### config.mk
export PLATFORM = sky130hd
export DESIGN_NAME = pclk_slot
export DESIGN_NICKNAME = d
export VERILOG_FILES = /design/src/rtl/pclk_slot_pkg.sv /design/src/rtl/pclk_slot_ctrl.sv /design/src/rtl/pclk_slot_div.sv /design/src/rtl/pclk_slot.sv
export SDC_FILE = /design/constraint.sdc
export NUM_CORES = 1
export LEC_CHECK = 0
export ABC_AREA = 1
export BUFFER_PORTS_ARGS = -buffer_cell sky130_fd_sc_hd__buf_2
export CORE_UTILIZATION = 30
export DETAILED_ROUTE_END_ITERATION = 10
export PLACE_DENSITY_LB_ADDON = 0.12
export SLEW_MARGIN = 5
export SYNTH_ARGS = -nofsm -noshare
export SYNTH_HDL_FRONTEND = slang
export SYNTH_HIERARCHICAL = 1
export SYNTH_SLANG_ARGS = --single-unit
### constraint.sdc
create_clock -name clk -period 3.5 [get_ports clk]
set_input_delay 0.7 -clock clk [delete_from_list [all_inputs] [get_ports clk]]
set_output_delay 0.7 -clock clk [all_outputs]
set_load 0.01 [all_outputs]
### src/rtl/pclk_slot_pkg.sv
package pclk_slot_pkg;
  localparam int SRC_COUNT = 8;
  localparam int SRC_W     = $clog2(SRC_COUNT);
  localparam int DIV_W     = 3;
  localparam int WORD_W    = 32;

  // control word bit positions
  localparam int B_PRESENT = 31;
  localparam int B_GATE    = 30;
  localparam int B_INUSE   = 29;
  localparam int B_RSTREL  = 28;
  localparam int B_ERR     = 27;
  localparam int B_SRC_LSB = 24;
  localparam int B_FRAC    = 3;
  localparam int B_DIV_LSB = 0;

  // strobes and settings handed from control to datapath
  typedef struct packed {
    logic             gateOn;
    logic [SRC_W-1:0] srcSel;
    logic             fracOn;
    logic [DIV_W-1:0] divM1;
  } slotCfg_t;
endpackage

### src/rtl/pclk_slot_ctrl.sv
module pclk_slot_ctrl
  import pclk_slot_pkg::*;
#(
  parameter bit HAS_SRC   = 1'b1,
  parameter bit HAS_DIV   = 1'b1,
  parameter int FIXED_SRC = 1
) (
  input  logic              clk,
  input  logic              rst_n,
  input  logic              slotPresent,
  input  logic              slotInUse,
  input  logic              busWe,
  input  logic              busRe,
  input  logic [WORD_W-1:0] busWdata,
  output logic [WORD_W-1:0] busRdata,
  output logic              periphRstN,
  output logic              clkIsEnabled,
  output slotCfg_t          cfg
);
  logic             gateQ, rstRelQ, errQ, fracQ;
  logic [SRC_W-1:0] srcQ;
  logic [DIV_W-1:0] pcdQ;

  logic             wrGate, wrRst, wrFrac;
  logic [SRC_W-1:0] wrSrc;
  logic [DIV_W-1:0] wrPcd;
  logic             lockedOut, cfgChange, badSrc, badDiv, badCombo;
  logic             reject, accept;
  logic [WORD_W-1:0] readWord;

  assign wrGate = busWdata[B_GATE];
  assign wrRst  = busWdata[B_RSTREL];
  assign wrFrac = busWdata[B_FRAC];
  assign wrSrc  = busWdata[B_SRC_LSB +: SRC_W];
  assign wrPcd  = busWdata[B_DIV_LSB +: DIV_W];

  always_comb begin
    lockedOut = !slotPresent || slotInUse;
    cfgChange = (wrSrc != srcQ) || (wrFrac != fracQ) || (wrPcd != pcdQ);
    badSrc    = !HAS_SRC && (wrSrc != '0);
    badDiv    = !HAS_DIV && (wrFrac || (wrPcd != '0));
    badCombo  = wrFrac && (wrPcd == '0);
    reject    = busWe && (lockedOut || (gateQ && cfgChange) || badSrc || badDiv || badCombo);
    accept    = busWe && !reject;
  end

  always_ff @(posedge clk or negedge rst_n) begin
    if (!rst_n) begin
      gateQ   <= 1'b0;
      rstRelQ <= 1'b0;
      srcQ    <= '0;
      fracQ   <= 1'b0;
      pcdQ    <= '0;
    end else if (accept) begin
      gateQ   <= wrGate;
      rstRelQ <= wrRst;
      srcQ    <= wrSrc;
      fracQ   <= wrFrac;
      pcdQ    <= wrPcd;
    end
  end

  // sticky error: a refusal in the same cycle as a read wins
  always_ff @(posedge clk or negedge rst_n) begin
    if (!rst_n)      errQ <= 1'b0;
    else if (reject) errQ <= 1'b1;
    else if (busRe)  errQ <= 1'b0;
  end

  always_comb begin
    readWord            = '0;
    readWord[B_PRESENT] = slotPresent;
    readWord[B_GATE]    = gateQ;
    readWord[B_INUSE]   = slotInUse;
    readWord[B_RSTREL]  = rstRelQ;
    readWord[B_ERR]     = errQ;
    readWord[B_SRC_LSB +: SRC_W] = srcQ;
    readWord[B_FRAC]    = fracQ;
    readWord[B_DIV_LSB +: DIV_W] = pcdQ;
  end

  always_ff @(posedge clk or negedge rst_n) begin
    if (!rst_n)     busRdata <= '0;
    else if (busRe) busRdata <= readWord;
  end

  assign periphRstN   = rstRelQ;
  assign clkIsEnabled = gateQ || slotInUse;

  generate
    if (HAS_SRC) begin : g_src
      assign cfg.srcSel = srcQ;
    end else begin : g_fixed
      assign cfg.srcSel = SRC_W'(FIXED_SRC);
    end
  endgenerate
  assign cfg.gateOn = gateQ;
  assign cfg.fracOn = fracQ;
  assign cfg.divM1  = pcdQ;

  // configuration fields hold while the gate is on
  p_locked_fields_r6: assert property (@(posedge clk) disable iff (!rst_n)
    gateQ |=> (srcQ == $past(srcQ)) && (fracQ == $past(fracQ)) && (pcdQ == $past(pcdQ)));

  // locked slot keeps its state and flags the error
  p_reject_keeps_r8: assert property (@(posedge clk) disable iff (!rst_n)
    (busWe && lockedOut) |=> ($stable({gateQ, rstRelQ, srcQ, fracQ, pcdQ}) && errQ));

  // a read without a concurrent write clears the flag
  p_err_clear_r8: assert property (@(posedge clk) disable iff (!rst_n)
    (busRe && !busWe) |=> !errQ);

  // fractional mode never coexists with a divisor of one
  p_no_frac_div1_r5: assert property (@(posedge clk) disable iff (!rst_n)
    fracQ |-> (pcdQ != '0));
endmodule

### src/rtl/pclk_slot_div.sv
module pclk_slot_div
  import pclk_slot_pkg::*;
(
  input  logic                 clk,
  input  logic                 rst_n,
  input  slotCfg_t             cfg,
  input  logic [SRC_COUNT-1:0] srcEnIn,
  output logic                 clkEnOut
);
  logic [SRC_COUNT-1:0] srcLive;
  logic [DIV_W-1:0]     cnt;
  logic [DIV_W-1:0]     halfMark;
  logic                 parentHit, endHit, midHit;

  // index 0 is the "off" entry and never carries pulses
  generate
    for (genvar i = 0; i < SRC_COUNT; i++) begin : g_live
      if (i == 0) begin : g_off
        assign srcLive[i] = 1'b0;
      end else begin : g_on
        assign srcLive[i] = srcEnIn[i];
      end
    end
  endgenerate

  assign parentHit = srcLive[cfg.srcSel];
  assign halfMark  = (cfg.divM1 - DIV_W'(1)) >> 1;
  assign endHit    = (cnt == cfg.divM1);
  assign midHit    = cfg.fracOn && (cnt == halfMark);

  always_ff @(posedge clk or negedge rst_n) begin
    if (!rst_n) begin
      cnt      <= '0;
      clkEnOut <= 1'b0;
    end else if (!cfg.gateOn) begin
      cnt      <= '0;
      clkEnOut <= 1'b0;
    end else begin
      clkEnOut <= parentHit && (endHit || midHit);
      if (parentHit) cnt <= endHit ? '0 : cnt + DIV_W'(1);
    end
  end

  // the off entry yields no pulse
  p_src0_silent_r2: assert property (@(posedge clk) disable iff (!rst_n)
    (cfg.srcSel == '0) |=> !clkEnOut);

  // a closed gate yields no pulse
  p_gate_off_silent_r3: assert property (@(posedge clk) disable iff (!rst_n)
    !cfg.gateOn |=> !clkEnOut);

  // counter never passes the divisor
  p_cnt_range_r3: assert property (@(posedge clk) disable iff (!rst_n)
    cfg.gateOn |-> (cnt <= cfg.divM1));
endmodule

### src/rtl/pclk_slot.sv
module pclk_slot
  import pclk_slot_pkg::*;
#(
  parameter bit HAS_SRC   = 1'b1,
  parameter bit HAS_DIV   = 1'b1,
  parameter int FIXED_SRC = 1
) (
  input  logic                 clk,
  input  logic                 rst_n,
  input  logic                 slotPresent,
  input  logic                 slotInUse,
  input  logic [SRC_COUNT-1:0] srcEnIn,
  input  logic                 busWe,
  input  logic                 busRe,
  input  logic [WORD_W-1:0]    busWdata,
  output logic [WORD_W-1:0]    busRdata,
  output logic                 clkEnOut,
  output logic                 periphRstN,
  output logic                 clkIsEnabled
);
  slotCfg_t cfg;

  pclk_slot_ctrl #(
    .HAS_SRC(HAS_SRC), .HAS_DIV(HAS_DIV), .FIXED_SRC(FIXED_SRC)
  ) u_ctrl (
    .clk(clk), .rst_n(rst_n),
    .slotPresent(slotPresent), .slotInUse(slotInUse),
    .busWe(busWe), .busRe(busRe), .busWdata(busWdata), .busRdata(busRdata),
    .periphRstN(periphRstN), .clkIsEnabled(clkIsEnabled), .cfg(cfg)
  );

  pclk_slot_div u_div (
    .clk(clk), .rst_n(rst_n), .cfg(cfg), .srcEnIn(srcEnIn), .clkEnOut(clkEnOut)
  );
endmodule

After elaboration in Yosys (flattened, before gate mapping)
Index checks and enable logic that the tools add are counted.
{"block": "classes", "n_addsub": 2, "order_cmp": 1, "n_eq_ne": 6, "mux": 8, "n_reduce_logical": 17}
{"cell": "3-bit 2-to-1 mux", "count": 3}
{"cell": "1-bit logical OR", "count": 7}
{"cell": "1-bit logical AND", "count": 6}
{"cell": "3-bit != test", "count": 2}
{"cell": "3-bit by 4-bit < comparator with 1-bit output, second input constant", "count": 1}
{"cell": "1-bit 2-to-1 mux", "count": 4}
{"cell": "3-bit by 1-bit adder with 3-bit output, second input constant", "count": 1}
{"cell": "1-bit binary-select mux with 3-bit select", "count": 1}
{"cell": "3-bit by 2-bit == test with 1-bit output", "count": 1}
{"cell": "3-bit == test", "count": 1}
{"cell": "3-bit logical NOT", "count": 1}
{"cell": "3-bit by 1-bit subtractor with 3-bit output, second input constant", "count": 1}
{"cell": "1-bit logical NOT", "count": 2}
{"cell": "2-bit by 1-bit != test with 1-bit output, second input constant", "count": 1}
{"cell": "2-bit nonzero test", "count": 1}
{"cell": "1-bit != test", "count": 1}
{"block": "word_totals", "register_bits": 26, "inputBits": 46, "out_inout_bits": 35, "word_cells": 43}

Longest topological paths before layout
Gate-level depths: netlist of the first run.
{"block": "depth", "word_depth": 9, "ltp_mapped": 11, "ltp_nobuf": 10}

Modules after synthesis
The synthesis of the first run kept the hierarchy.
{"module": "pclk_slot_ctrl", "n_inst": 1, "cells_per_inst": 139, "area_each_um2": 1182.4, "seq_area_each_um2": 550.5}
{"module": "pclk_slot_div", "n_inst": 1, "cells_per_inst": 74, "area_each_um2": 427.9, "seq_area_each_um2": 100.1}

Least setup slack after synthesis of the first run
No wires, ideal clock.
{"block": "synth_timing", "kind": "input port to output port", "start": "input slotInUse", "end": "output clkIsEnabled", "t_arrival_ps": 1006, "required_ps": 2800, "setup_slack_ps": 1794, "cell_stages": 1, "path_buffers": 0, "cell_sequence": "or2_2"}
{"block": "synth_via", "elab_chain_cells": 1}
{"item": "start: declaration", "line_no": "pclk_slot.sv:11", "source": "input logic slotInUse,"}
{"item": "1-bit logical OR", "line_no": "pclk_slot_ctrl.sv:88", "source": "assign clkIsEnabled = gateQ || slotInUse;"}
{"item": "end: declaration", "line_no": "pclk_slot.sv:19", "source": "output logic clkIsEnabled"}
No other way between the ends.

Worst setup path in the final report of the first run
{"block": "layout_timing", "start": "register u_ctrl.gateQ", "end": "output clkIsEnabled"}
{"block": "layout_via", "elab_chain_cells": 1}
{"item": "start: declaration", "line_no": "pclk_slot_ctrl.sv:20", "source": "logic gateQ, rstRelQ, errQ, fracQ;"}
{"item": "start signal: assignment", "line_no": "pclk_slot_ctrl.sv:55", "source": "gateQ <= wrGate;"}
{"item": "1-bit logical OR", "line_no": "pclk_slot_ctrl.sv:88"}
No other way between the ends.

==> out/metrics.yaml, run 1 <==
synthesis:
  synth_area_um2: 1610
  synth_top_area_cell: "dfrtp_1"
  synth_cells: 213
  ys_ff_latch: 26
  ys_seq_area_share_pct: 40.4
  async_flop_share_pct: 100
  post_synth_num_cell_types: 24
  synthTopCellsByArea: "dfrtp_1 40%, nand2_1 15%, buf_4 11%, inv_1 6.1%, nand3_1 4.0%"
  ys_dominant_reg_cell: "dfrtp_1"
  yosys_warnings: 6
  avgSynthCellArea_um2: 7.56
  synth_edf_count: 0
  synth_top_area_share_pct: 40.4
critical_path:
  crit_slowest_cell: "dfrtp_1"
  path_class: "flip-flop to output port"
  reg2reg_depth: 10
  arrival_ns: 1.28
  r2r_slack_ns: 1.88
  crit_end: "clkIsEnabled"
  r2r_end: "u_ctrl/pcdQ[2]$_DFFE_PN0P_"
  required_ns: 2.80
  startpoint: "u_ctrl/gateQ$_DFFE_PN0P_"
  critical_path_buf_inv_count: 1
  crit_family: "flip-flops"
  endpoint_kind: "output port"
  path_cells: "or2_2 -> buf_2"
  max_stage_delay_ns: 0.54
  crit_fanout: 11
  r2r_start: "u_ctrl/pcdQ[2]$_DFFE_PN0P_"
  cp.depth: 2
  crit_path_start_kind: "flip-flop"
layout:
  area_growth_pct: 13.7
  n_fill_cell: 577
  drive_gt1_share_pct: 22.0
  antenna_cells: 0
  mostFrequentLayoutCell: "nand2_1"
  nets: 295
  layout_common_cells: "65 x nand2_1, 36 x buf_2, 26 x inv_1, 26 x dfrtp_1, 20 x conb_1"
  post-route-util_pct: 35.6
placement:
  numPortBuffers: 36
  gp_congestion: 0.749
  hpwlAfterDp_mm: 2.46
detailed_routing:
  routed_wl_mm: 3.28
  wire_per_inst_um: 10.4
  drtPass1Iterations: 4
  dr.first_iter.drc_count: 92
  vias: 1313
  viasPerCell: 4.16
  drc: 0
  ant_nets: 0
power:
  ir_drop_uv: 242
  leakagePower_nw: 1.03
  p_per_area_nw_per_um2: 592
clock_tree:
  cts_buffer_depth: 2
  clock_latency_ns: 0.27
  cts_setup_buffers: 0
  cts_sinks: 26
  tritoncts: "done"
  cts_buffers: 3
  clk_pin_slew_ns: 0.09
  root_buffer: "clkbuf_8"
  cts-resized-gates: 0
  hold_buffers: 0
  htreeDepth: 1
timing:
  finalCritPeriodShare_pct: 56.5
  tightest_slew_ns: 0.607
  tns_ns: 0
  period_minus_slack_ns: 1.98
  drv_slew: 0
  hold_viol: 0
  slew_headroom_pct: 59.6
  grt_setup_unrepaired: "false"
  skew_ns: 0.00188
  setup_viol: 0
  max_freq_ghz: 0.505
die:
  die_width_um: 75.3
  placementRows: 26
  die_h_um: 75.3
  start_util_pct: 31.3
  ios: 81
  core-area_um2: 5140
  die_area_um2: 5660
global_routing:
  grt_antenna_before_repair: 0
  grt_max_degree: 27
  grt_pass1_vias: 1199
  grt-ovfl-total: 0
  grt_pass1_wl_mm: 5.53
  grt.total_usage_pct: 13.0
outcome:
  status: "complete, no violations"
hold_path:
  min_path_type: "input port to async pin"
flow_run:
  drv_cap: 0
==> worst min path at each step <==
stage	slack (ns)	endpoint	from	depth (start not counted)
2_1_floorplan	0.40	u_ctrl/busRdata[0]$_DFFE_PN0P_	rst_n	0
3_3_place_gp	0.49	u_ctrl/busRdata[31]$_DFFE_PN0P_	u_ctrl/busRdata[31]$_DFFE_PN0P_	1
3_5_place_dp	0.49	u_ctrl/busRdata[31]$_DFFE_PN0P_	u_ctrl/busRdata[31]$_DFFE_PN0P_	1
4_1_cts	0.45	u_ctrl/busRdata[28]$_DFFE_PN0P_	rst_n	1
5_1_grt	0.47	u_ctrl/busRdata[24]$_DFFE_PN0P_	rst_n	1
6_report	0.43	u_ctrl/busRdata[24]$_DFFE_PN0P_	rst_n	1
==> power by group <==
part           switching (mW)  internal (mW)  total, mW
clock                  0.0973          0.153      0.250
combinational           0.220          0.154      0.373
sequential             0.0861          0.374      0.460
total                   0.403          0.681       1.08
==> registers in the layout, summed over array words and instances (netlist names) <==
register           flops
u_ctrl/busRdata       12
u_ctrl/errQ            1
u_ctrl/fracQ           1
u_ctrl/gateQ           1
u_ctrl/pcdQ            3
u_ctrl/periphRstN      1
u_ctrl/srcQ            3
u_div/clkEnOut         1
u_div/cnt              3
==> stage by stage <==
stage | instance area, um^2 | setup slack, ns | hold WS (ns) | instances | total power [mW]
2_1_floorplan | 1680 | 1.79 | 0.404 | 232 | 0.753
3_3_place_gp | 1760 | 1.55 | 0.488 | 312 | 0.842
3_5_place_dp | 1760 | 1.55 | 0.494 | 312 | 0.845
4_1_cts | 1830 | 1.50 | 0.445 | 316 | 1.10
5_1_grt | 1830 | 1.47 | 0.467 | 316 | 1.18
6_report | 1830 | 1.52 | 0.425 | 316 | 1.08
==> cells by family (layout without fill, tap and decap cells) <==
family / Yosys count / after routing / share of synthesized area, %
AND/OR/NAND/NOR: 109 / 109 / 29.2
AO/OA/AOI/OAI: 9 / 9 / 3.03
XOR/XNOR: 6 / 6 / 3.26
adder cells (fa/ha/maj): 2 / 2 / 1.55
flip-flops: 26 / 26 / 40.4
multiplexers: 5 / 5 / 3.50
buffers and inverters: 55 / 69 / 18.8
other: 1 / 20 / 0.233
==> cell type report <==
cell class,instances,area (um^2),share of cell area (%)
multi-input combinational,151,728,39.8
sequential,26,651,35.5
timing repair buffer,37,188,10.3
inverter,28,105,5.74
tap,70,87.6,4.78
clock buffer,3,41.3,2.26
clock inverter,1,30.0,1.64
==> routing by layer <==
metal	up-vias	GRT usage (%)	share of wire, %
met3	2	3.21	5.5
met1	588	17.3	47
met5	-	0	0
met2	38	21.6	47
li1	685	-	-
met4	0	2.67	0.52
==> cells in the mapped netlist, types with 2 or more instances <==
| library cell | instances |
|---|---|
| ha_1 | 2 |
| inv_2 | 2 |
| xor2_1 | 3 |
| inv_1 | 26 |
| nand2_1 | 65 |
| dfrtp_1 | 26 |
| nor2_1 | 15 |
| xnor2_1 | 3 |
| nand3_1 | 13 |
| a21oi_1 | 7 |
| mux2_2 | 5 |
| buf_2 | 2 |
| buf_4 | 23 |
| nand4_1 | 9 |
| nand2_2 | 3 |
(Power assumes the default switching activity.)
==> run 2, diff against run 1 <==
clock period = 1.9 ns   (was 3.5 ns; I/O delays follow)
==> out/metrics.yaml, run 2 (synthesis gave the netlist of run 1 again) <==
placement:
  gp_congestion: 0.764  # +2.0%
  numPortBuffers: 36  # unchanged
  hpwlAfterDp_mm: 2.45  # -0.37%
timing:
  drv_slew: 0  # unchanged
  max_freq_ghz: 0.689
  tns_ns: 0  # unchanged
  grt_setup_unrepaired: "false"
  period_minus_slack_ns: 1.45
  finalCritPeriodShare_pct: 76.4
  skew_ns: 0.00500  # +0.00313 ns
  hold_viol: 0  # unchanged
  slew_headroom_pct: 59.5  # about the same
  tightest_slew_ns: 0.607  # +0.000749 ns
  setup_viol: 0  # unchanged
die:
  placementRows: 26  # unchanged
  ios: 81  # unchanged
  die_width_um: 75.3  # unchanged
  die_area_um2: 5660  # unchanged
  core-area_um2: 5140  # unchanged
  start_util_pct: 31.3  # unchanged
  die_h_um: 75.3  # unchanged
global_routing:
  grt_pass1_wl_mm: 5.42  # -2.0%
  grt_max_degree: 27  # unchanged
  grt_antenna_before_repair: 0  # unchanged
  grt.total_usage_pct: 12.7  # -0.31 points
  grt-ovfl-total: 0  # unchanged
  grt_pass1_vias: 1187  # -1.0%
layout:
  drive_gt1_share_pct: 22.6  # +0.63 points
  area_growth_pct: 13.6  # about the same
  nets: 297  # +0.68%
  mostFrequentLayoutCell: "nand2_1"
  n_fill_cell: 585  # +1.4%
  layout_common_cells: "65 x nand2_1, 36 x buf_2, 26 x inv_1, 26 x dfrtp_1, 20 x conb_1"
  largest_register_ffs: 12  # unchanged
  antenna_cells: 0  # unchanged
  regMostFlops: "u_ctrl/busRdata"
critical_path:
  crit_path_start_kind: "flip-flop"
  path_class: "flip-flop to output port"
  endpoint_kind: "output port"
  arrival_ns: 1.07  # -0.21 ns
  crit_fanout: 2  # -9
  required_ns: 1.52  # -1.28 ns
power:
  p_per_area_nw_per_um2: 1050  # +77%
  leakagePower_nw: 1.03  # +0.26%
  p_total_mw: 1.91  # +77%
  ir_drop_uv: 436  # +80%
flow_run:
  drv_cap: 0  # unchanged
detailed_routing:
  ant_nets: 0  # unchanged
  drtPass1Iterations: 4  # unchanged
  vias: 1307  # -0.46%
  routed_wl_mm: 3.28  # -0.12%
  dr.first_iter.drc_count: 79  # -14%
  viasPerCell: 4.11  # -1.1%
  drc: 0  # unchanged
  wire_per_inst_um: 10.3  # -0.75%
clock_tree:
  htreeDepth: 1  # unchanged
  clk_pin_slew_ns: 0.09  # about the same
  hold_buffers: 0  # unchanged
  cts_sinks: 26  # unchanged
  cts_buffer_depth: 2  # unchanged
  clock_latency_ns: 0.27  # about the same
  root_buffer: "clkbuf_8"
  cts-resized-gates: 0  # unchanged
  cts_setup_buffers: 0  # unchanged
  cts_buffers: 3  # unchanged
  tritoncts: "done"
outcome:
  status: "complete, no violations"
hold_path:
  min_path_type: "input port to async pin"
run 2: per-stage QoR:
stage	hold WS (ns)	instance area, um^2	setup slack, ns	std cells	utilization, %
6_report	0.109	1830	0.449	318	35.6
4_1_cts	0.130	1830	0.435	318	35.6
3_5_place_dp	0.436	1770	0.453	314	34.5
2_1_floorplan	0.0844	1680	0.665	232	-
5_1_grt	0.152	1830	0.179	318	35.6
3_3_place_gp	0.436	1770	0.459	314	34.5
run 2: layer usage:
| metal | wire length [um] | vias to the layer above | part of all wire [%] | global-route usage [%] |
|---|---|---|---|---|
| met5 | 0 | - | 0 | 0 |
| met4 | 17 | 0 | 0.52 | 3.29 |
| met3 | 174 | 2 | 5.3 | 3.75 |
| met2 | 1510 | 35 | 46 | 19.9 |
| met1 | 1580 | 582 | 48 | 17.3 |
| li1 | - | 688 | - | - |
run 2: report_power, final:
group | internal, mW | total (mW) | switching (mW) | leakage, nW
clock network | 0.185 | 0.361 | 0.175 | 0.0288
logic | 0.299 | 0.725 | 0.426 | 0.694
registers | 0.689 | 0.828 | 0.139 | 0.310
run 2: path summary, 6_finish.rpt:
| kind | depth (start not counted) | startpoint | end | slack [ns] |
|---|---|---|---|---|
| setup / recovery | 2 | u_ctrl/gateQ$_DFFE_PN0P_ | clkIsEnabled | 0.45 |
| setup reg to reg | 11 | u_ctrl/pcdQ[2]$_DFFE_PN0P_ | u_ctrl/errQ$_DFFE_PN0P_ | 0.46 |
| min in group clk | 3 | busWdata[30] | u_ctrl/gateQ$_DFFE_PN0P_ | 0.36 |
| max in group asynchronous | 1 | rst_n | u_ctrl/srcQ[2]$_DFFE_PN0P_ | 1.40 |
| hold / removal | 1 | rst_n | u_ctrl/busRdata[28]$_DFFE_PN0P_ | 0.11 |
| hold reg to reg | 1 | u_ctrl/busRdata[30]$_DFFE_PN0P_ | u_ctrl/busRdata[30]$_DFFE_PN0P_ | 0.51 |
run 2: worst max-delay path, cell delays in order, from the launching register on:
cell and delay, ns:
dfrtp_1 0.40, or2_2 0.27, buf_2 0.14
run 2: layout make-up:
type / count / area, um^2 / area share (%)
Clock buffer: 4 / 55.1 / 3.01
Inverter: 28 / 105 / 5.75
Timing Repair Buffer: 39 / 203 / 11.1
Multi-Input combinational cell: 151 / 728 / 39.8
Tap cell: 70 / 87.6 / 4.79
Sequential cell: 26 / 651 / 35.6
